File: src/rtl/fll_pkg.sv
package fll_pkg;

   // Pre-divider factor for a given selection code (powers of two).
   function automatic int prediv_factor(input int sel);
      return 1 << sel;
   endfunction

   // Width of the blend window counter and the number of cycles in one window.
   function automatic int window_cycles(input int frac_bits);
      return 1 << frac_bits;
   endfunction

endpackage

File: src/rtl/fll_ref_sync.sv
module fll_ref_sync #(
   parameter int STAGES = 2
) (
   input  logic clk,
   input  logic rst_n,
   input  logic ref_in,
   output logic rise
);
   if (STAGES < 2) begin : g_bad_stages
      $error("fll_ref_sync: at least two synchronizer stages are required");
   end

   // Stages 0..STAGES-1 resynchronise; the last element is the edge-detect delay.
   logic [STAGES:0] chain;

   always_ff @(posedge clk) begin
      if (!rst_n) chain <= '0;
      else        chain <= {chain[STAGES-1:0], ref_in};
   end

   assign rise = chain[STAGES-1] & ~chain[STAGES];

   // one reference edge never yields two consecutive up events
   a_r4_single_pulse: assert property (@(posedge clk) disable iff (!rst_n)
      rise |=> !rise);

endmodule

File: src/rtl/fll_fb_divider.sv
module fll_fb_divider import fll_pkg::*; #(
   parameter int DSEL_W = 2,
   parameter int N_W    = 7
) (
   input  logic              clk,
   input  logic              rst_n,
   input  logic [DSEL_W-1:0] div_sel,
   input  logic [N_W-1:0]    mult,
   output logic              pd_tick,
   output logic              fb_tick
);
   localparam int PC_W = (1 << DSEL_W) - 1;

   if (DSEL_W < 1 || DSEL_W > 3) begin : g_bad_dsel
      $error("fll_fb_divider: DSEL_W must be 1 to 3");
   end
   if (N_W < 1) begin : g_bad_n
      $error("fll_fb_divider: N_W must be positive");
   end

   logic [PC_W-1:0] pd_cnt;
   logic [PC_W-1:0] pd_lim;
   logic [N_W-1:0]  n_cnt;
   logic            n_wrap;

   assign pd_lim  = PC_W'(prediv_factor(int'(div_sel)) - 1);
   assign pd_tick = (pd_cnt >= pd_lim);
   assign n_wrap  = (n_cnt >= mult);
   assign fb_tick = pd_tick & n_wrap;

   always_ff @(posedge clk) begin
      if (!rst_n) begin
         pd_cnt <= '0;
      end else if (pd_tick) begin
         pd_cnt <= '0;
      end else begin
         pd_cnt <= pd_cnt + 1'b1;
      end
   end

   always_ff @(posedge clk) begin
      if (!rst_n) begin
         n_cnt <= '0;
      end else if (pd_tick) begin
         n_cnt <= n_wrap ? '0 : n_cnt + 1'b1;
      end
   end

   // with a divide factor above one and a steady code, ticks are never back to back
   a_r2_prediv_gap: assert property (@(posedge clk) disable iff (!rst_n)
      (pd_tick && div_sel != '0 && $stable(div_sel)) |=> !pd_tick);

   // with N above zero and steady settings, feedback events never come on adjacent cycles
   a_r3_fb_gap: assert property (@(posedge clk) disable iff (!rst_n)
      (fb_tick && mult != '0 && $stable(mult)) |=> !fb_tick);

endmodule

File: src/rtl/fll_integrator.sv
module fll_integrator #(
   parameter int W = 10
) (
   input  logic         clk,
   input  logic         rst_n,
   input  logic         up,
   input  logic         dn,
   output logic [W-1:0] value
);
   localparam logic [W-1:0] TOP_VAL = '1;

   if (W < 2) begin : g_bad_w
      $error("fll_integrator: W must be at least 2");
   end

   logic inc_ok;
   logic dec_ok;

   assign inc_ok = up & ~dn & (value != TOP_VAL);
   assign dec_ok = dn & ~up & (value != '0);

   always_ff @(posedge clk) begin
      if (!rst_n)      value <= '0;
      else if (inc_ok) value <= value + 1'b1;
      else if (dec_ok) value <= value - 1'b1;
   end

   // coincident up and down events leave the value unchanged
   a_r5_cancel: assert property (@(posedge clk) disable iff (!rst_n)
      (up && dn) |=> $stable(value));

   // an up event at the ceiling does not wrap
   a_r6_ceiling: assert property (@(posedge clk) disable iff (!rst_n)
      (value == TOP_VAL && up && !dn) |=> (value == TOP_VAL));

   // a down event at the floor does not wrap
   a_r6_floor: assert property (@(posedge clk) disable iff (!rst_n)
      (value == '0 && dn && !up) |=> (value == '0));

   // the value only ever moves by a single step
   a_r4_unit_step: assert property (@(posedge clk) disable iff (!rst_n)
      (value != $past(value)) |->
         (value == $past(value) + 1'b1 || value == $past(value) - 1'b1));

endmodule

File: src/rtl/fll_tap_modulator.sv
module fll_tap_modulator #(
   parameter int INTEG_W   = 10,
   parameter int FRAC_W    = 5,
   parameter int TAP_COUNT = 29,
   parameter int TAP_W     = INTEG_W - FRAC_W
) (
   input  logic               clk,
   input  logic               rst_n,
   input  logic [INTEG_W-1:0] integ,
   input  logic               mod_off,
   output logic [TAP_W-1:0]   tap_q
);
   localparam logic [TAP_W-1:0] TOP_TAP = TAP_W'(TAP_COUNT - 1);

   if (TAP_W + FRAC_W != INTEG_W) begin : g_bad_split
      $error("fll_tap_modulator: coarse and fine widths must fill the integrator");
   end
   if (TAP_COUNT < 2 || TAP_COUNT > (1 << TAP_W)) begin : g_bad_taps
      $error("fll_tap_modulator: TAP_COUNT out of range for the coarse field");
   end

   logic [TAP_W-1:0]  coarse;
   logic [FRAC_W-1:0] frac;
   logic [TAP_W-1:0]  base;
   logic [FRAC_W-1:0] acc;
   logic [FRAC_W:0]   sum;
   logic              step_up;

   assign coarse = integ[INTEG_W-1 -: TAP_W];
   assign frac   = integ[FRAC_W-1:0];

   // Clamp only when the coarse field can address codes beyond the last tap.
   if (TAP_COUNT < (1 << TAP_W)) begin : g_clamp
      assign base = (coarse > TOP_TAP) ? TOP_TAP : coarse;
   end else begin : g_direct
      assign base = coarse;
   end

   // Fractional accumulator: the carry marks the cycles that take the higher tap.
   assign sum     = {1'b0, acc} + {1'b0, frac};
   assign step_up = sum[FRAC_W] & ~mod_off & (base != TOP_TAP);

   always_ff @(posedge clk) begin
      if (!rst_n) begin
         acc   <= '0;
         tap_q <= '0;
      end else begin
         acc   <= sum[FRAC_W-1:0];
         tap_q <= base + TAP_W'(step_up);
      end
   end

   // the selected tap never goes beyond the last physical tap
   a_r9_tap_cap: assert property (@(posedge clk) disable iff (!rst_n)
      tap_q <= TOP_TAP);

   // with blending disabled the base tap is used unchanged
   a_r10_mod_off: assert property (@(posedge clk) disable iff (!rst_n)
      mod_off |=> (tap_q == $past(base)));

   // the output is the base tap or one above it
   a_r7_adjacent: assert property (@(posedge clk) disable iff (!rst_n)
      1'b1 |=> (tap_q == $past(base) || tap_q == $past(base) + 1'b1));

endmodule

File: src/rtl/fll_core.sv
module fll_core #(
   parameter int INTEG_W     = 10,
   parameter int FRAC_W      = 5,
   parameter int TAP_COUNT   = 29,
   parameter int N_W         = 7,
   parameter int DSEL_W      = 2,
   parameter int RANGE_W     = 4,
   parameter int SYNC_STAGES = 2,
   parameter int RST_DSEL    = 1,
   parameter int RST_MULT    = 127
) (
   input  logic                       clk,
   input  logic                       rst_n,
   input  logic                       ref_clk,
   input  logic                       cfg_we,
   input  logic [DSEL_W-1:0]          cfg_div_sel,
   input  logic [N_W-1:0]             cfg_mult,
   input  logic                       cfg_no_prediv,
   input  logic                       cfg_mod_off,
   input  logic [RANGE_W-1:0]         cfg_range,
   output logic [INTEG_W-1:0]         integ_val,
   output logic [INTEG_W-FRAC_W-1:0]  tap_sel,
   output logic [RANGE_W-1:0]         dco_range,
   output logic                       clk_en_out
);
   localparam int TAP_W = INTEG_W - FRAC_W;

   if (RST_DSEL < 0 || RST_DSEL >= (1 << DSEL_W)) begin : g_bad_rst_dsel
      $error("fll_core: RST_DSEL does not fit the pre-divider code");
   end
   if (RST_MULT < 0 || RST_MULT >= (1 << N_W)) begin : g_bad_rst_mult
      $error("fll_core: RST_MULT does not fit the multiplier field");
   end

   logic [DSEL_W-1:0]  div_sel_q;
   logic [N_W-1:0]     mult_q;
   logic               no_prediv_q;
   logic               mod_off_q;
   logic [RANGE_W-1:0] range_q;

   always_ff @(posedge clk) begin
      if (!rst_n) begin
         div_sel_q   <= DSEL_W'(RST_DSEL);
         mult_q      <= N_W'(RST_MULT);
         no_prediv_q <= 1'b0;
         mod_off_q   <= 1'b0;
         range_q     <= '0;
      end else if (cfg_we) begin
         div_sel_q   <= cfg_div_sel;
         mult_q      <= cfg_mult;
         no_prediv_q <= cfg_no_prediv;
         mod_off_q   <= cfg_mod_off;
         range_q     <= cfg_range;
      end
   end

   logic ref_rise;
   logic pd_tick;
   logic fb_tick;

   fll_ref_sync #(.STAGES(SYNC_STAGES)) u_sync (
      .clk    (clk),
      .rst_n  (rst_n),
      .ref_in (ref_clk),
      .rise   (ref_rise)
   );

   fll_fb_divider #(.DSEL_W(DSEL_W), .N_W(N_W)) u_div (
      .clk     (clk),
      .rst_n   (rst_n),
      .div_sel (div_sel_q),
      .mult    (mult_q),
      .pd_tick (pd_tick),
      .fb_tick (fb_tick)
   );

   fll_integrator #(.W(INTEG_W)) u_integ (
      .clk   (clk),
      .rst_n (rst_n),
      .up    (ref_rise),
      .dn    (fb_tick),
      .value (integ_val)
   );

   fll_tap_modulator #(
      .INTEG_W   (INTEG_W),
      .FRAC_W    (FRAC_W),
      .TAP_COUNT (TAP_COUNT),
      .TAP_W     (TAP_W)
   ) u_mod (
      .clk     (clk),
      .rst_n   (rst_n),
      .integ   (integ_val),
      .mod_off (mod_off_q),
      .tap_q   (tap_sel)
   );

   assign dco_range  = range_q;
   assign clk_en_out = no_prediv_q | pd_tick;

   // a write strobe makes the range code visible on the next cycle
   a_r11_range_load: assert property (@(posedge clk) disable iff (!rst_n)
      cfg_we |=> (dco_range == $past(cfg_range)));

   // with the bypass set the delivered enable is continuous
   a_r2_bypass: assert property (@(posedge clk) disable iff (!rst_n)
      no_prediv_q |-> clk_en_out);

endmodule

File: config.mk
export PLATFORM = sky130hd
export DESIGN_NAME = fll_core
export DESIGN_NICKNAME = d
export VERILOG_FILES = /design/src/rtl/fll_pkg.sv /design/src/rtl/fll_ref_sync.sv /design/src/rtl/fll_fb_divider.sv /design/src/rtl/fll_integrator.sv /design/src/rtl/fll_tap_modulator.sv /design/src/rtl/fll_core.sv
export SDC_FILE = /design/constraint.sdc
export NUM_CORES = 1
export LEC_CHECK = 0
export ABC_CLOCK_PERIOD_IN_PS = 5190
export BUFFER_PORTS_ARGS = -buffer_cell sky130_fd_sc_hd__buf_2
export CELL_PAD_IN_SITES_DETAIL_PLACEMENT = 1
export CELL_PAD_IN_SITES_GLOBAL_PLACEMENT = 1
export CORE_UTILIZATION = 46
export CTS_CLUSTER_SIZE = 8
export DETAILED_ROUTE_END_ITERATION = 16
export GPL_TIMING_DRIVEN = 1
export PLACE_DENSITY = 0.86
export SLEW_MARGIN = 20
export SYNTH_ARGS = -nofsm -noshare
export SYNTH_HDL_FRONTEND = slang
export SYNTH_SLANG_ARGS = --single-unit
export TNS_END_PERCENT = 50
File: constraint.sdc
create_clock -name clk -period 5.19 [get_ports clk]
set_input_delay 1.038 -clock clk [delete_from_list [all_inputs] [get_ports clk]]
set_output_delay 1.038 -clock clk [all_outputs]
set_load 0.05 [all_outputs]
* Word level (Yosys, flattened, before mapping)
Cells that the tools add are included.
** Storage, ports and cells
- Bits in registers :: 48
- Logic and storage cells :: 45
** Operators by class
- Muxes and demuxes :: 4
- Magnitude comparators :: 3
- Shift-type cells :: 1
- Equal/unequal tests :: 2
- Bitwise logic cells :: 14
- Add/subtract/negate cells :: 7
- Reductions and logical operators :: 3
** Operators with widths (number)
- $mux W10 :: 2
- $add A10 B1 Y10 const B :: 1
- $ne A10 B10 Y1 const B :: 1
- $reduce_bool A10 Y1 :: 1
- $sub A10 B1 Y10 const B :: 1
- $and A1 B1 Y1 :: 8
- $add A7 B1 Y7 const B :: 1
- $ge A7 B7 Y1 :: 1
- $mux W7 :: 1
- $add A5 B5 Y6 :: 1
- $add A5 B1 Y5 :: 1
- $gt A5 B5 Y1 const B :: 1
- $mux W5 :: 1
- $ne A5 B5 Y1 const B :: 1
- $not A1 Y1 :: 5
- $add A3 B1 Y3 const B :: 1
- $ge A3 B3 Y1 :: 1
- $shl A1 B2 Y3 const A :: 1
- $sub A3 B2 Y3 const B :: 1
- $reduce_bool A2 Y1 :: 1
- $reduce_or A2 Y1 :: 1
- $or A1 B1 Y1 :: 1

* Depth between registers and ports, before layout
- Word-level depth :: 8
- Mapped depth :: 16
- Depth with buffers taken out :: 14

* Hierarchy
From an unflattened synthesis, not the netlist that was laid out.
** Unflattened totals
- Cells, all modules :: 288
- Area total of the unflattened synthesis :: 2703.8 sq um
** By module, submodules not included
- fll_integrator :: instances 1, area an instance 823.3 sq um, cells an instance 102
- fll_fb_divider :: instances 1, area an instance 699.4 sq um, cells an instance 80
- fll_core :: instances 1, area an instance 565.5 sq um, cells an instance 49
- fll_tap_modulator :: instances 1, area an instance 523.0 sq um, cells an instance 50
- fll_ref_sync :: instances 1, area an instance 92.6 sq um, cells an instance 7

* Worst setup path after synthesis
Ideal clock, no wire load.
- Kind :: flip-flop to flip-flop
- From :: register div_sel_q[0]
- To :: register u_integ.value[8]
- Slack :: 1927 ps
- Stages on the path, launching flop included :: 15
- Data required time :: 5066 ps
- Path buffers :: 1
- Data arrival time :: 3139 ps
- Clock period less this slack :: 3263 ps
- Setup time :: 124 ps
- Cells stage by stage :: dfxtp_1 -> or2_2 -> ha_1 -> nand2b_1 -> a21o_1 -> a21o_4 -> a21o_1 -> buf_6 -> ha_1 -> nor2b_1 -> o21a_1 -> a311o_1 -> o31ai_1 -> xor2_1 -> a21oi_1
** On the way
- Cells in the longest elaborated chain, start to end :: 8
- Elaborated cells between the ends (all ways) :: 11
- Those cells by class :: add/sub (1); order compare (1); shift (1); mux (1); bitwise (6); reduce/logical (1)
** Ends and longest elaborated chain
- from (decl) :: line fll_core.sv:35 : logic [DSEL_W-1:0] div_sel_q;
- from (signal assigned) :: line fll_core.sv:43 : div_sel_q <= DSEL_W'(RST_DSEL);
- from (signal assigned) :: line fll_core.sv:49 : div_sel_q <= cfg_div_sel;
- $shl A1 B2 Y3 * :: line fll_pkg.sv:5 : return 1 << sel;
- $sub A3 B2 Y3 * :: line fll_fb_divider.sv:26 : assign pd_lim = PC_W'(prediv_factor(int'(div_sel)) - 1);
- $ge A3 B3 Y1 * :: line fll_fb_divider.sv:27 : assign pd_tick = (pd_cnt >= pd_lim);
- $and A1 B1 Y1 * :: line fll_fb_divider.sv:29 : assign fb_tick = pd_tick & n_wrap;
- $not A1 Y1 :: line fll_integrator.sv:19 : assign inc_ok = up & ~dn & (value != TOP_VAL);
- $and A1 B1 Y1 (2 in a row) :: line fll_integrator.sv:19
- $mux W10 or $reduce_bool A2 Y1 (tied branches)
- to (signal assigned) :: line fll_integrator.sv:24 : else if (inc_ok) value <= value + 1'b1;
- to (signal assigned) :: line fll_integrator.sv:25 : else if (dec_ok) value <= value - 1'b1;
- to (decl) :: line fll_integrator.sv:8 : output logic [W-1:0] value
Mark *: on every way between the ends. The rest lies on a longest branch, timed or not.
A chain may end at the register's enable or synchronous reset.

* Final worst setup path
Same ends and word-level chain as after synthesis.

==> results.py <==
metrics = {
    "run_status": {
        "status": "finished, final reports clean",
    },
    "cts": {
        "tritoncts": "done",
        "clk_latency_ns": 0.29,
        "cts.sinks": 48,
        "postCtsSetupBuffers": 0,
        "cts_resized": 0,
        "root_buffer": "clkbuf_8",
        "clk_pin_slew_ns": 0.08,
        "cts_made_buffers": 5,
        "h-tree-depth": 2,
        "cts_hold_buf": 0,
        "cts_buffer_depth": 2,
    },
    "critical_path": {
        "max_stage_delay_ns": 0.45,
        "reg2reg_from": "div_sel_q[0]",
        "critical_path.max_fanout": 17,
        "reg2reg_slack_ns": 1.55,
        "required_ns": 5.37,
        "reg2regPathDepth": 13,
        "path_delay_family": "compound AO/OA/AOI/OAI gates",
        "cp-end-kind": "flop",
        "slowest_stage": "ha_1",
        "cp_num_buf_inv": 0,
        "r2r_end": "u_integ.value[8]",
        "critPathKind": "reg2reg",
        "cp_data_arrival_time_ns": 3.82,
        "worst_setup_path_start_kind": "flop",
        "path_cells": "or2_2, ha_1, nand2b_1, a21o_1, a21o_4, a21o_1, ha_1, nor2b_1, o21a_1, a311o_1, o31ai_1, xor2_1, a21oi_1",
    },
    "synthesis": {
        "syn_nets": 331,
        "synth_cell_types": 44,
        "synth_cells": 284,
        "syn_avg_cell_area_um2": 9.01,
        "yosys_warnings": 0,
        "syn_area_um2": 2560,
        "ys_seq_area_share_pct": 37.5,
        "async_reset_ff_share_pct": 0,
        "synth-edff-count": 0,
        "ys.flop_type": "dfxtp_1",
        "ys_ff_latch": 48,
    },
    "die": {
        "die_height_um": 76.6,
        "initial_core_util_pct": 48.9,
        "dieArea_um2": 5870,
        "pin_count": 39,
        "die_x_um": 76.6,
        "core_um2": 5240,
        "std_cell_rows": 26,
    },
    "power_and_ir_drop": {
        "power_frac_seq_pct": 46.3,
        "p_int_w": 0.000602,
        "power.density_nw_per_um2": 323,
        "ir_worst_vdd_mv": 0.148,
        "power_frac_comb_pct": 31.1,
        "p_clk_share_pct": 22.6,
        "power_leakage_nw": 1.37,
        "power.total_w": 0.000921,
        "netSwitchingPower_w": 0.000320,
        "switching_share_pct": 34.7,
    },
    "routing": {
        "drt-met1-wl_um": 2620,
        "drtAntennaViolNets": 0,
        "remaining_drc_errors": 0,
        "met3_length_um": 136,
        "dr.pass1.iters": 4,
        "vias": 2127,
        "drtIter0Drc": 83,
        "drt_wl_total_um": 5930,
        "dr_wl_met2_um": 3110,
        "routedWlPerCell_um": 15.2,
        "avgViaCountPerCell": 5.45,
        "highest_layer": "met4",
    },
    "timing": {
        "finalSetupTns_ns": 0,
        "slew_headroom_pct": 56.5,
        "slew_viol_final": 0,
        "period_share_pct": 70.1,
        "grt_setup_unrepaired": "no",
        "setup_viol": 0,
        "max_slew.worst_pin.slew_ns": 0.652,
        "skew_ns": 0.00423,
        "fmax_ghz": 0.275,
        "period_needed_ns": 3.64,
        "hold_violations": 0,
    },
    "worst_hold_path": {
        "hold_depth": 1,
        "holdPathEnd": "u_sync.chain[1]",
        "hold_path_class": "reg2reg",
        "hp-start": "u_sync.chain[0]",
    },
    "layout": {
        "layout_commonest_cell": "dfxtp_1",
        "num-nets-final": 367,
        "area_delta_synth_final_pct": 11.6,
        "final_layout_size_suffix_gt1_share_pct": 16.6,
        "antenna_cells": 0,
        "final_cell_mix": "dfxtp_1 (48), buf_2 (38), nor2_1 (27)",
    },
    "global_route": {
        "grt_pass1_vias": 2244,
        "grt-ovfl-total": 0,
        "grt_pass1_wl_um": 10300,
        "antenna_found_initial": 0,
        "grt.total_usage_pct": 21.8,
        "grt_max_degree": 26,
    },
    "placed_design": {
        "globalplace.congestion": 0.873,
        "portBuffers": 38,
        "dp_hpwl_um": 4550,
    },
    "flow_run": {
        "drv_cap": 0,
    },
}
==> routing by layer <==
metal	vias up	global-route usage, %
met4	0	6.73
met3	4	3.23
met5	-	0
met2	23	40.9
met1	1046	25.3
li1	1054	-
==> power by group through the flow <==
stage / Clock [W] / Sequential [W] / Combinational [W]
after floorplan: 0 / 0.000454 / 0.000200
after global placement: 0 / 0.000433 / 0.000275
after detailed placement: 0 / 0.000436 / 0.000285
after CTS: 0.000217 / 0.000427 / 0.000290
after global routing: 0.000229 / 0.000431 / 0.000320
final: 0.000208 / 0.000427 / 0.000286
==> worst reg2reg max path: cells and delay by family (launching register included) <==
kind | cells | cell delay (ns)
compound gates | 7 | 1.75
xor+xnor | 1 | 0.17
fa+ha+maj | 2 | 0.72
flops | 1 | 0.32
simple gates | 3 | 0.58
==> flip-flops by register name (all words and copies together), names as in the netlist <==
register,cells
dco_range,4
div_sel_q,2
mod_off_q,1
mult_q,7
no_prediv_q,1
u_div.n_cnt,7
u_div.pd_cnt,3
u_integ.value,10
u_mod.acc,5
u_mod.tap_q,5
u_sync.chain,3
==> cell families (layout without fill, tap and decap cells) <==
kind of cell	count (synthesis)	count (layout)	share of synthesized area, %
simple gates	95	95	18.2
compound gates	58	58	14.5
xor+xnor	18	18	6.16
buf+inv	26	62	4.98
fa+ha+maj	28	28	14.3
flops	48	48	37.5
mux	11	11	4.30
==> worst max-delay path by stage <==
stage / from / to / slack, ns / cells after the start
6_report: div_sel_q[0] / u_integ.value[8] / 1.55 / 13
5_1_grt: div_sel_q[1] / u_integ.value[8] / 1.30 / 13
4_1_cts: div_sel_q[0] / u_integ.value[8] / 1.54 / 13
3_5_place_dp: div_sel_q[0] / u_integ.value[8] / 1.57 / 13
3_3_place_gp: div_sel_q[0] / u_integ.value[8] / 1.65 / 13
2_1_floorplan: div_sel_q[0] / u_integ.value[8] / 1.93 / 14
==> metrics by stage <==
step	utilization [%]	cell area [um^2]	hold slack, ns	cells	setup WS, ns
final	54.5	2860	0.455	390	1.55
after global routing	54.5	2860	0.484	390	1.30
after CTS	54.5	2860	0.468	390	1.54
after detailed placement	53.1	2780	0.441	383	1.57
after global placement	53.1	2780	0.425	383	1.65
after floorplan	-	2560	0.412	284	1.93
==> area by class of cell <==
cell class / instances / area (um^2)
fill: 644 / 2380
multi-input combinational: 210 / 1470
sequential: 48 / 961
timing repair buffer: 38 / 190
tap: 70 / 87.6
clock buffer: 6 / 72.6
inverter: 17 / 68.8
clock inverter: 1 / 5.00
==> synth_stat cells (2+ instances only) <==
master | n | area share [%]
and2_1 | 6 | 1.5
fa_1 | 2 | 1.6
nor3_2 | 3 | 1.2
a21oi_1 | 20 | 3.9
nand2b_1 | 5 | 1.2
nand2_1 | 22 | 3.2
o21ai_0 | 5 | 0.98
nor4_1 | 3 | 0.73
nor3_1 | 2 | 0.39
nand4_1 | 4 | 0.98
o211ai_1 | 6 | 1.8
xor2_1 | 9 | 3.1
ha_1 | 26 | 13
o21ai_1 | 6 | 1.2
a31oi_1 | 3 | 0.73
nor2_1 | 27 | 4.0
nor2b_1 | 4 | 0.98
xnor2_1 | 9 | 3.1
inv_1 | 15 | 2.2
clkbuf_1 | 5 | 0.73
dfxtp_1 | 48 | 38
nand3_1 | 12 | 2.3
and3_1 | 4 | 0.98
o31ai_1 | 3 | 0.88
a21o_1 | 6 | 1.8
mux2i_1 | 11 | 4.3
Power figures use the tool's default switching activity.
